### src/rtl/loop_pkg.sv
package loop_pkg;
  localparam int unsigned DEF_WIDTH = 8;
  localparam int unsigned DEF_BOUND = 8;

  // one-hot loop state seen from outside the header
  typedef struct packed {
    logic entry_acc;
    logic back;
    logic leave;
  } exec_bits_t;
endpackage

### src/rtl/exec_bit_ctrl.sv
module exec_bit_ctrl (
  input  logic entry_i,
  input  logic be_q_i,
  input  logic cond_i,
  output logic entry_acc_o,
  output logic hdr_o,
  output logic be_d_o,
  output logic exit_o
);
  // entries are dropped while a pass is in flight
  assign entry_acc_o = entry_i & ~be_q_i;
  assign hdr_o       = entry_acc_o | be_q_i;
  // branch steers the header bit to back edge or exit
  assign be_d_o      = hdr_o & cond_i;
  assign exit_o      = hdr_o & ~cond_i;
endmodule

### src/rtl/phi_mux.sv
module phi_mux #(
  parameter int unsigned WIDTH = 8
) (
  input  logic             sel_init_i,
  input  logic [WIDTH-1:0] init_i,
  input  logic [WIDTH-1:0] back_i,
  output logic [WIDTH-1:0] val_o
);
  assign val_o = sel_init_i ? init_i : back_i;
endmodule

### src/rtl/backedge_reg.sv
module backedge_reg #(
  parameter int unsigned WIDTH = 8
) (
  input  logic             clk_i,
  input  logic             rst_ni,
  input  logic             be_d_i,
  input  logic [WIDTH-1:0] cnt_d_i,
  output logic             be_q_o,
  output logic [WIDTH-1:0] cnt_q_o
);
  always_ff @(posedge clk_i or negedge rst_ni) begin
    if (!rst_ni) begin
      be_q_o  <= 1'b0;
      cnt_q_o <= '0;
    end else begin
      be_q_o <= be_d_i;
      if (be_d_i) cnt_q_o <= cnt_d_i;
    end
  end
endmodule

### src/rtl/loop_exec.sv
module loop_exec
  import loop_pkg::*;
#(
  parameter int unsigned WIDTH = DEF_WIDTH,
  parameter int unsigned BOUND = DEF_BOUND
) (
  input  logic             clk_i,
  input  logic             rst_ni,
  input  logic             entry_i,
  input  logic [WIDTH-1:0] b_i,
  output logic             exit_o,
  output logic [WIDTH-1:0] result_o
);
  localparam logic [WIDTH-1:0] BOUND_W = WIDTH'(BOUND);
  localparam logic [WIDTH-1:0] STEP_W  = WIDTH'(1);
  localparam logic [WIDTH-1:0] INIT_W  = '0;

  exec_bits_t       xb;
  logic             hdr, be_d, be_q, cond;
  logic [WIDTH-1:0] i_phi, i_next, cnt_q;

  exec_bit_ctrl u_ctrl (
    .entry_i     (entry_i),
    .be_q_i      (be_q),
    .cond_i      (cond),
    .entry_acc_o (xb.entry_acc),
    .hdr_o       (hdr),
    .be_d_o      (be_d),
    .exit_o      (xb.leave)
  );

  phi_mux #(.WIDTH(WIDTH)) u_phi (
    .sel_init_i (xb.entry_acc),
    .init_i     (INIT_W),
    .back_i     (cnt_q),
    .val_o      (i_phi)
  );

  assign i_next = i_phi + STEP_W;
  assign cond   = i_next < BOUND_W;

  backedge_reg #(.WIDTH(WIDTH)) u_be (
    .clk_i   (clk_i),
    .rst_ni  (rst_ni),
    .be_d_i  (be_d),
    .cnt_d_i (i_next),
    .be_q_o  (be_q),
    .cnt_q_o (cnt_q)
  );

  assign xb.back  = be_q;
  assign exit_o   = xb.leave;
  assign result_o = i_next + b_i;

  // counter advances by one across each back edge
  assert_backedge_step_R7: assert property (@(posedge clk_i) disable iff (!rst_ni)
    (be_q && hdr && cond) |=> (cnt_q == $past(cnt_q) + STEP_W));

  // accepted entry lands in the first back-edge pass
  generate
    if (BOUND > 1) begin : g_entry_chk
      assert_entry_first_pass_R2: assert property (@(posedge clk_i) disable iff (!rst_ni)
        xb.entry_acc |=> (be_q && cnt_q == STEP_W));
    end
  endgenerate

  // exit bit is a single-cycle pulse
  assert_exit_single_R3: assert property (@(posedge clk_i) disable iff (!rst_ni)
    exit_o |=> !exit_o);

  // loop state returns to idle after exit
  assert_idle_after_exit_R8: assert property (@(posedge clk_i) disable iff (!rst_ni)
    exit_o |=> !be_q);
endmodule

### config.mk
export PLATFORM = sky130hd
export DESIGN_NAME = loop_exec
export DESIGN_NICKNAME = d
export VERILOG_FILES = /design/src/rtl/loop_pkg.sv /design/src/rtl/exec_bit_ctrl.sv /design/src/rtl/phi_mux.sv /design/src/rtl/backedge_reg.sv /design/src/rtl/loop_exec.sv
export SDC_FILE = /design/constraint.sdc
export NUM_CORES = 1
export LEC_CHECK = 0
export BUFFER_PORTS_ARGS = -buffer_cell sky130_fd_sc_hd__buf_4
export CAP_MARGIN = 25
export CORE_ASPECT_RATIO = 0.8
export CORE_UTILIZATION = 38
export CTS_CLUSTER_SIZE = 16
export DETAILED_ROUTE_END_ITERATION = 8
export GPL_TIMING_DRIVEN = 0
export HOLD_SLACK_MARGIN = 0.1
export SYNTH_ARGS = -nofsm -noshare
export SYNTH_HDL_FRONTEND = slang
export SYNTH_SLANG_ARGS = --single-unit
### constraint.sdc
create_clock -name clk_i -period 2.9 [get_ports clk_i]
set_input_delay 0.29 -clock clk_i [delete_from_list [all_inputs] [get_ports clk_i]]
set_output_delay 0.29 -clock clk_i [all_outputs]
set_load 0.02 [all_outputs]
Word-level counts from Yosys, hierarchy flattened --
Cells that the tools add are included.
Word-level totals: bits in registers 9, bits in latches 0, bits in writable memories 0, bits in read-only memories 0, input port bits 11, word-level logic and storage cells 12, memories 0
Operators by class: $add $sub $neg 2, multiply operators 0, div/mod/pow operators 0, magnitude comparators 1, equal/unequal tests 0, shifts and indexed selects 0, mux-type cells 1, bitwise operators 6, reductions and logical operators 0
Operators with widths (count):
- $add A8 B1 Y8 const B | 1
- $add A8 B8 Y8 | 1
- $lt A8 B4 Y1 const B | 1
- $mux W8 | 1
- $and A1 B1 Y1 | 3
- $not A1 Y1 | 2
- $or A1 B1 Y1 | 1

Depth between registers and ports, before layout --
Gate-level depths: netlist (run 1).
word-level depth 7, gate-level depth with buffers 13, gate-level depth less buffers 13

Hierarchy --
A second synthesis (run 1) with hierarchy kept.
Second synthesis, totals: cells, all modules 81, area, all modules 935.9 um2
Modules (own cells, without submodules):
- loop_exec | instances 1, cells each 50, area each 417.9 um2, sequential area each 0.0 um2
- backedge_reg | instances 1, cells each 18, area each 356.6 um2, sequential area each 225.2 um2
- phi_mux | instances 1, cells each 9, area each 131.4 um2, sequential area each 0.0 um2
- exec_bit_ctrl | instances 1, cells each 4, area each 30.0 um2, sequential area each 0.0 um2

Least setup slack after synthesis (run 1) --
OpenSTA, ideal clock, no wires.
path type flip-flop to output port, start reg u_be.be_q_o, end out result_o[7], arrival 2686 ps, data required time 2610 ps, setup slack -76 ps, stages on the path, launching flop included 13, cells stage by stage dfrtp_1 nand2b_1 and2_1 ha_1 and3_1 xnor2_1 nor2_1 ha_1 a21o_1 a21o_1 a21oi_1 o21ai_0 xnor2_1
Between the ends: longest elaborated chain between the ends 5
RTL lines:
- start, declared | line backedge_reg.sv:8 | output logic be_q_o,
- start signal, assigned | line backedge_reg.sv:16 | be_q_o <= be_d_i;
- $not A1 Y1 | line exec_bit_ctrl.sv:11 | assign entry_acc_o = entry_i & ~be_q_i;
- $and A1 B1 Y1 | line exec_bit_ctrl.sv:11
- $mux W8 | line phi_mux.sv:9 | assign val_o = sel_init_i ? init_i : back_i;
- $add A8 B1 Y8 | line loop_exec.sv:39 | assign i_next = i_phi + STEP_W;
- net i_next[4] | line loop_exec.sv:20 | logic [WIDTH-1:0] i_phi, i_next, cnt_q;
- $add A8 B8 Y8 | line loop_exec.sv:53 | assign result_o = i_next + b_i;
- end, declared | line loop_exec.sv:12 | output logic [WIDTH-1:0] result_o
The timed path passes the listed nets, and every way through them passes these cells.

Worst setup path in the final report (run 1) --
Ends and elaborated chain as after synthesis.

==> results of run 1 <==
## worst max-delay path, stage by stage, from the launching register on
cell,delay [ns]
dfrtp_1,0.39
nand2b_4,0.16
and2_4,0.17
ha_4,0.16
and3_4,0.16
xnor2_2,0.14
nor2_1,0.06
ha_1,0.30
a21o_1,0.20
a21o_1,0.16
a21oi_1,0.12
o21ai_1,0.11
xnor2_2,0.14
buf_4,0.16
## power breakdown
| group | leakage [nW] | internal [W] | switching, W |
|---|---|---|---|
| Sequential | 0.115 | 0.000154 | 0.0000330 |
| Combinational | 0.467 | 0.000414 | 0.000421 |
| Clock | 0.0150 | 0.0000530 | 0.0000434 |
## metal layers
metal,GRT usage,vias up
met5,0,-
met4,0.0300,0
met3,0.0653,0
met2,0.241,16
met1,0.270,326
li1,-,393
## Yosys cell counts (2+ instances only)
cell type  count
a21o_1         5
a21oi_1        5
and2_1         2
and2b_2        4
buf_2          2
dfrtp_1        9
ha_1           8
inv_1          2
mux2_4         2
nand2_1        7
nand2b_1       2
nand3_1        4
nor2_1        11
o21ai_0        2
xnor2_1        5
xor2_1         7
## registers in the layout, summed over array words and instances, names as in the netlist
register / cells
u_be.be_q_o: 1
u_be.cnt_q_o: 8
## per-stage QoR
step,area [um2],total power [W]
finish,1160,0.00112
global route,1160,0.00122
CTS,1140,0.00112
detailed placement,1040,0.000955
global placement,1040,0.000949
floorplan,866,0.000721
## area by class of cell
class | count | area [um2]
Clock buffer | 4 | 26.3
Timing Repair Buffer | 26 | 198
Tap cell | 24 | 30.0
Fill cell | 180 | 837
Multi-Input combinational cell | 80 | 663
Sequential cell | 9 | 225
Inverter | 2 | 7.51
Buffer | 2 | 10.0
## worst paths after layout
kind                                        startpoint  slack (ns)  depth (start not counted)                          end
hold reg to reg            u_be.cnt_q_o[7]$_DFFE_PN0P_        0.57                          2  u_be.cnt_q_o[7]$_DFFE_PN0P_
setup / recovery                 u_be.be_q_o$_DFF_PN0_       -0.06                         13                  result_o[7]
setup reg to reg                 u_be.be_q_o$_DFF_PN0_        0.59                          9  u_be.cnt_q_o[2]$_DFFE_PN0P_
min in group clk_i                             entry_i        0.55                          3        u_be.be_q_o$_DFF_PN0_
max in group asynchronous                       rst_ni        2.38                          2  u_be.cnt_q_o[7]$_DFFE_PN0P_
hold / removal                                  rst_ni        0.39                          2  u_be.cnt_q_o[0]$_DFFE_PN0P_
## logic make-up (layout without fill, tap and decap cells)
group / Yosys count / count (layout) / synth area share
and+or+nand+nor: 36 / 36 / 0.225
AOI/OAI and AO/OA: 21 / 21 / 0.195
xor gates and xnor gates: 12 / 12 / 0.122
adders and majority gates: 9 / 9 / 0.140
DFF: 9 / 9 / 0.262
buffers and inverters: 4 / 34 / 0.0204
muxes: 2 / 2 / 0.0350
## timing repair
item / in CTS / in global routing
endpoints found under the hold margin: 9 / 0
buffers inserted: 5 / 1
hold buffers: 1 / 0
pin swaps: 7 / 3
resized for setup: 8 / 3
endpoints found under the setup margin: 4 / 3
==> flow_summary.yaml, run 1 <==
outcome:
  status: "finished with violations"
  violations: "negative setup slack"
global_route:
  grt_usage: 0.178
  grt_pass1_vias: 699
  antenna_found_initial: 0
  grt_overflow_total: 0
  grt_start_max_net_pins: 11
  grt_pass1_wl_um: 3080
yosys:
  netlist_instances: 93
  synth.avg_cell_area_um2: 9.23
  yosysUniqueCellTypes: 32
  ys_async_sr_fraction: 1.00
  synthesis.nets: 113
  synth_top_cell_area_share: 0.262
  yosysWarnings: 0
  ys_ff_latch: 9
  seq_area_frac_synth: 0.262
  yosys.area.top_type: "dfrtp_1"
  synth_flop_cell: "dfrtp_1"
  netlist_top_cells_area: "dfrtp_1 26%, ha_1 12%, xor2_1 7.1%, xnor2_1 5.1%, nor2_1 4.8%"
  syn-cell-area_um2: 858
  synth_edf_count: 0
cells_and_area:
  synthToLayoutAreaGrowth_pct: 35.1
  drive_gt1_frac: 0.398
  final_cells: 147
  diodes: 0
  fin_util: 0.581
  layout_commonest_cell: "buf_4"
  nNetsFinal: 144
  final_cell_mix: "25 x buf_4, 11 x nor2_1, 9 x dfrtp_1"
floorplanning:
  die_w_um: 55.1
  core_um2: 2000
  die-area_um2: 2450
  die-height_um: 44.5
  start_util: 0.430
  num_io_pins: 20
  rows: 14
sta:
  clock_skew_ns: 0.00148
  final_max_slew_viol_count: 0
  worst_slack_ns: -0.0627
  hold_viol_final: 0
  relSlewSlack: 0.723
  worstMarginPinSlew_ns: 0.414
  rsz0062_at_grt: "yes"
  period_share: 1.02
  setup-tns-final_ns: -0.0627
  setup_violations: 1
  finalHoldWorstSlack_ns: 0.386
  min_period_ns: 2.96
  fmax_mhz: 338
power:
  power_density_nw_per_um2: 965
  p_leak_nw: 0.597
  ir_drop_v: 0.000669
setup_path:
  endpoint_kind: "primary output"
  required_ns: 2.61
  crit_fanout: 4
  start_kind: "flip-flop"
  cp.arrival_ns: 2.67
  criticalPathCategory: "flip-flop to primary output"
cts:
  ctsLongestPathBuffers: 2
  htreeDepth: 1
  cts_buffers: 3
  cts_sinks: 9
  cts_tree: "done"
  insertion_delay_ns: 0.26
  path_clk_slew_ns: 0.06
  clockRootBuffer: "clkbuf_4"
drt:
  maxUsedRoutingLayer: "met3"
  drc: 0
  dr_total_vias: 735
  drtAntennaViolNets: 0
  first_pass_iters: 4
  viasPerCell: 5.00
  routed_wirelength_um: 1760
  wl_met1_um: 918
  drtIter0Drc: 8
  wl_met2_um: 750
  met3_length_um: 88
  wl_per_cell_um: 12.0
place:
  hpwl_um: 1340
  gp_congestion: 0.765
  place_ws_ns: -0.255
  dpl.cell_count: 136
  io_buffers: 19
min_path:
  min_path_type: "input port to async pin"
job:
  maxCapViolCount: 0
Power figures use the tool's default switching activity.
==> run 2, diff against run 1 <==
==> constraint.sdc (replaced) <==
create_clock -name clk_i -period 2.9 [get_ports clk_i]
set_input_delay 0.145 -clock clk_i [delete_from_list [all_inputs] [get_ports clk_i]]
set_output_delay 0.145 -clock clk_i [all_outputs]
set_load 0.02 [all_outputs]
==> flow_summary.yaml, run 2 (synthesis gave the netlist of run 1 again) <==
setup_path:
  startpoint: "u_be.be_q_o$_DFF_PN0_"
  criticalPathCategory: "flip-flop to primary output"
  r2r_cells: 8
  endpoint_kind: "primary output"
  r2r-start: "u_be.be_q_o$_DFF_PN0_"
  required_ns: 2.76
  crit_top_cell: "a21o_1"
  crit_fanout: 4
  cp.arrival_ns: 2.62
  regToRegSetupSlack_ns: 0.69
  start_kind: "flip-flop"
  crit_end: "result_o[7]"
  r2r-end: "u_be.cnt_q_o[1]$_DFFE_PN0P_"
  worstPathCellList: "nand2b_4, and2_4, ha_4, and3_4, xnor2_2, nor2_1, ha_1, a21o_1, a21o_1, a21oi_2, o21ai_1, xnor2_1, buf_4"
  crit_path_max_incr_delay_ns: 0.38
  worst_path_max_delay_cell: "dfrtp_1"
cells_and_area:
  diodes: 0
  largest_reg_flops: 8
  layout_commonest_cell: "buf_4"
  largest-register: "u_be.cnt_q_o"
  fin_util: 0.566
  synthToLayoutAreaGrowth_pct: 31.8
  nNetsFinal: 141
  final_cell_mix: "22 x buf_4, 11 x nor2_1, 9 x dfrtp_1"
  drive_gt1_frac: 0.367
  reg_top3: "u_be.cnt_q_o x8, u_be.be_q_o x1"
drt:
  routed_wirelength_um: 1870
  drc: 0
  wl_per_cell_um: 13.0
  drtAntennaViolNets: 0
  drtIter0Drc: 21
  first_pass_iters: 4
  viasPerCell: 5.19
  dr_total_vias: 748
cts:
  ctsLongestPathBuffers: 2
  cts_tree: "done"
  cts_buffers: 3
  insertion_delay_ns: 0.26
  clockRootBuffer: "clkbuf_4"
  htreeDepth: 1
  cts_sinks: 9
  path_clk_slew_ns: 0.06
place:
  hpwl_um: 1370
  gp_congestion: 0.763
  io_buffers: 19
  place_ws_ns: -0.106
floorplanning:
  num_io_pins: 20
  start_util: 0.430
  rows: 14
  die-height_um: 44.5
  die_w_um: 55.1
  core_um2: 2000
  die-area_um2: 2450
sta:
  setup_violations: 0
  clock_skew_ns: 0.00419
  period_share: 0.952
  fmax_mhz: 362
  rsz0062_at_grt: "yes"
  relSlewSlack: 0.709
  hold_viol_final: 0
  worstMarginPinSlew_ns: 0.434
  worst_slack_ns: 0.139
  final_max_slew_viol_count: 0
  min_period_ns: 2.76
  finalHoldWorstSlack_ns: 0.251
global_route:
  grt_overflow_total: 0
  grt_usage: 0.184
  grt_start_max_net_pins: 11
  grt_pass1_wl_um: 3180
  grt_pass1_vias: 726
  antenna_found_initial: 0
min_path:
  min_path_type: "input port to async pin"
job:
  maxCapViolCount: 0
power:
  power_density_nw_per_um2: 980
  ir_drop_v: 0.000722
  p_leak_nw: 0.578
outcome:
  status: "finished, final reports clean"
-- run 2: cell type report --
class                      instances  area, um2
clock buffer                       4       26.3
multi-input combinational         80        657
buffer                             2       10.0
timing repair buffer              23        175
fill                             190        866
inverter                           2       7.51
sequential                         9        225
tap                               24       30.0
-- run 2: worst min path at each step --
stage,end,slack (ns),start
after global routing,u_be.cnt_q_o[3]$_DFFE_PN0P_,0.27,rst_ni
after detailed placement,u_be.cnt_q_o[0]$_DFFE_PN0P_,-0.03,rst_ni
after CTS,u_be.cnt_q_o[0]$_DFFE_PN0P_,0.23,rst_ni
final,u_be.cnt_q_o[3]$_DFFE_PN0P_,0.25,rst_ni
after global placement,u_be.be_q_o$_DFF_PN0_,-0.03,rst_ni
after floorplan,u_be.be_q_o$_DFF_PN0_,-0.15,rst_ni
-- run 2: through the flow --
stage | std cells | setup TNS, ns | power (W) | area (um2)
3_3_place_gp | 136 | -0.0685 | 0.000947 | 1030
6_report | 144 | 0 | 0.00111 | 1130
2_1_floorplan | 93 | 0 | 0.000719 | 858
3_5_place_dp | 136 | -0.106 | 0.000953 | 1030
4_1_cts | 144 | 0 | 0.00108 | 1110
5_1_grt | 144 | -0.0457 | 0.00120 | 1130
-- run 2: worst max-delay path, delay by kind of cell, from the launching register on --
kind,cells,cell delay [ns]
adder cells (fa/ha/maj),2,0.47
flip-flops,1,0.38
AO/OA/AOI/OAI,4,0.54
AND/OR/NAND/NOR,4,0.54
XOR/XNOR,2,0.25
buffers and inverters,1,0.16
-- run 2: repair_timing --
item,4_1_cts,5_1_grt
hold buffers,1,0
setup endpoints to repair,3,3
pin swaps,3,5
gates cloned,0,0
resized for setup,6,4
buffers inserted,3,0
endpoints found under the hold margin,9,0
-- run 2: per-layer routing --
layer	global-route usage	up-vias	part of all wire
met5	0	-	0
met3	0.0515	0	0.035
met1	0.264	349	0.51
li1	-	384	-
met2	0.280	15	0.45
met4	0.0300	0	0
-- run 2: where the power goes --
part	switching [W]	total [W]	leakage (nW)	internal, W
logic	0.000424	0.000826	0.449	0.000402
registers	0.0000321	0.000187	0.115	0.000154
clock network	0.0000428	0.0000958	0.0150	0.0000530
total	0.000499	0.00111	0.578	0.000610
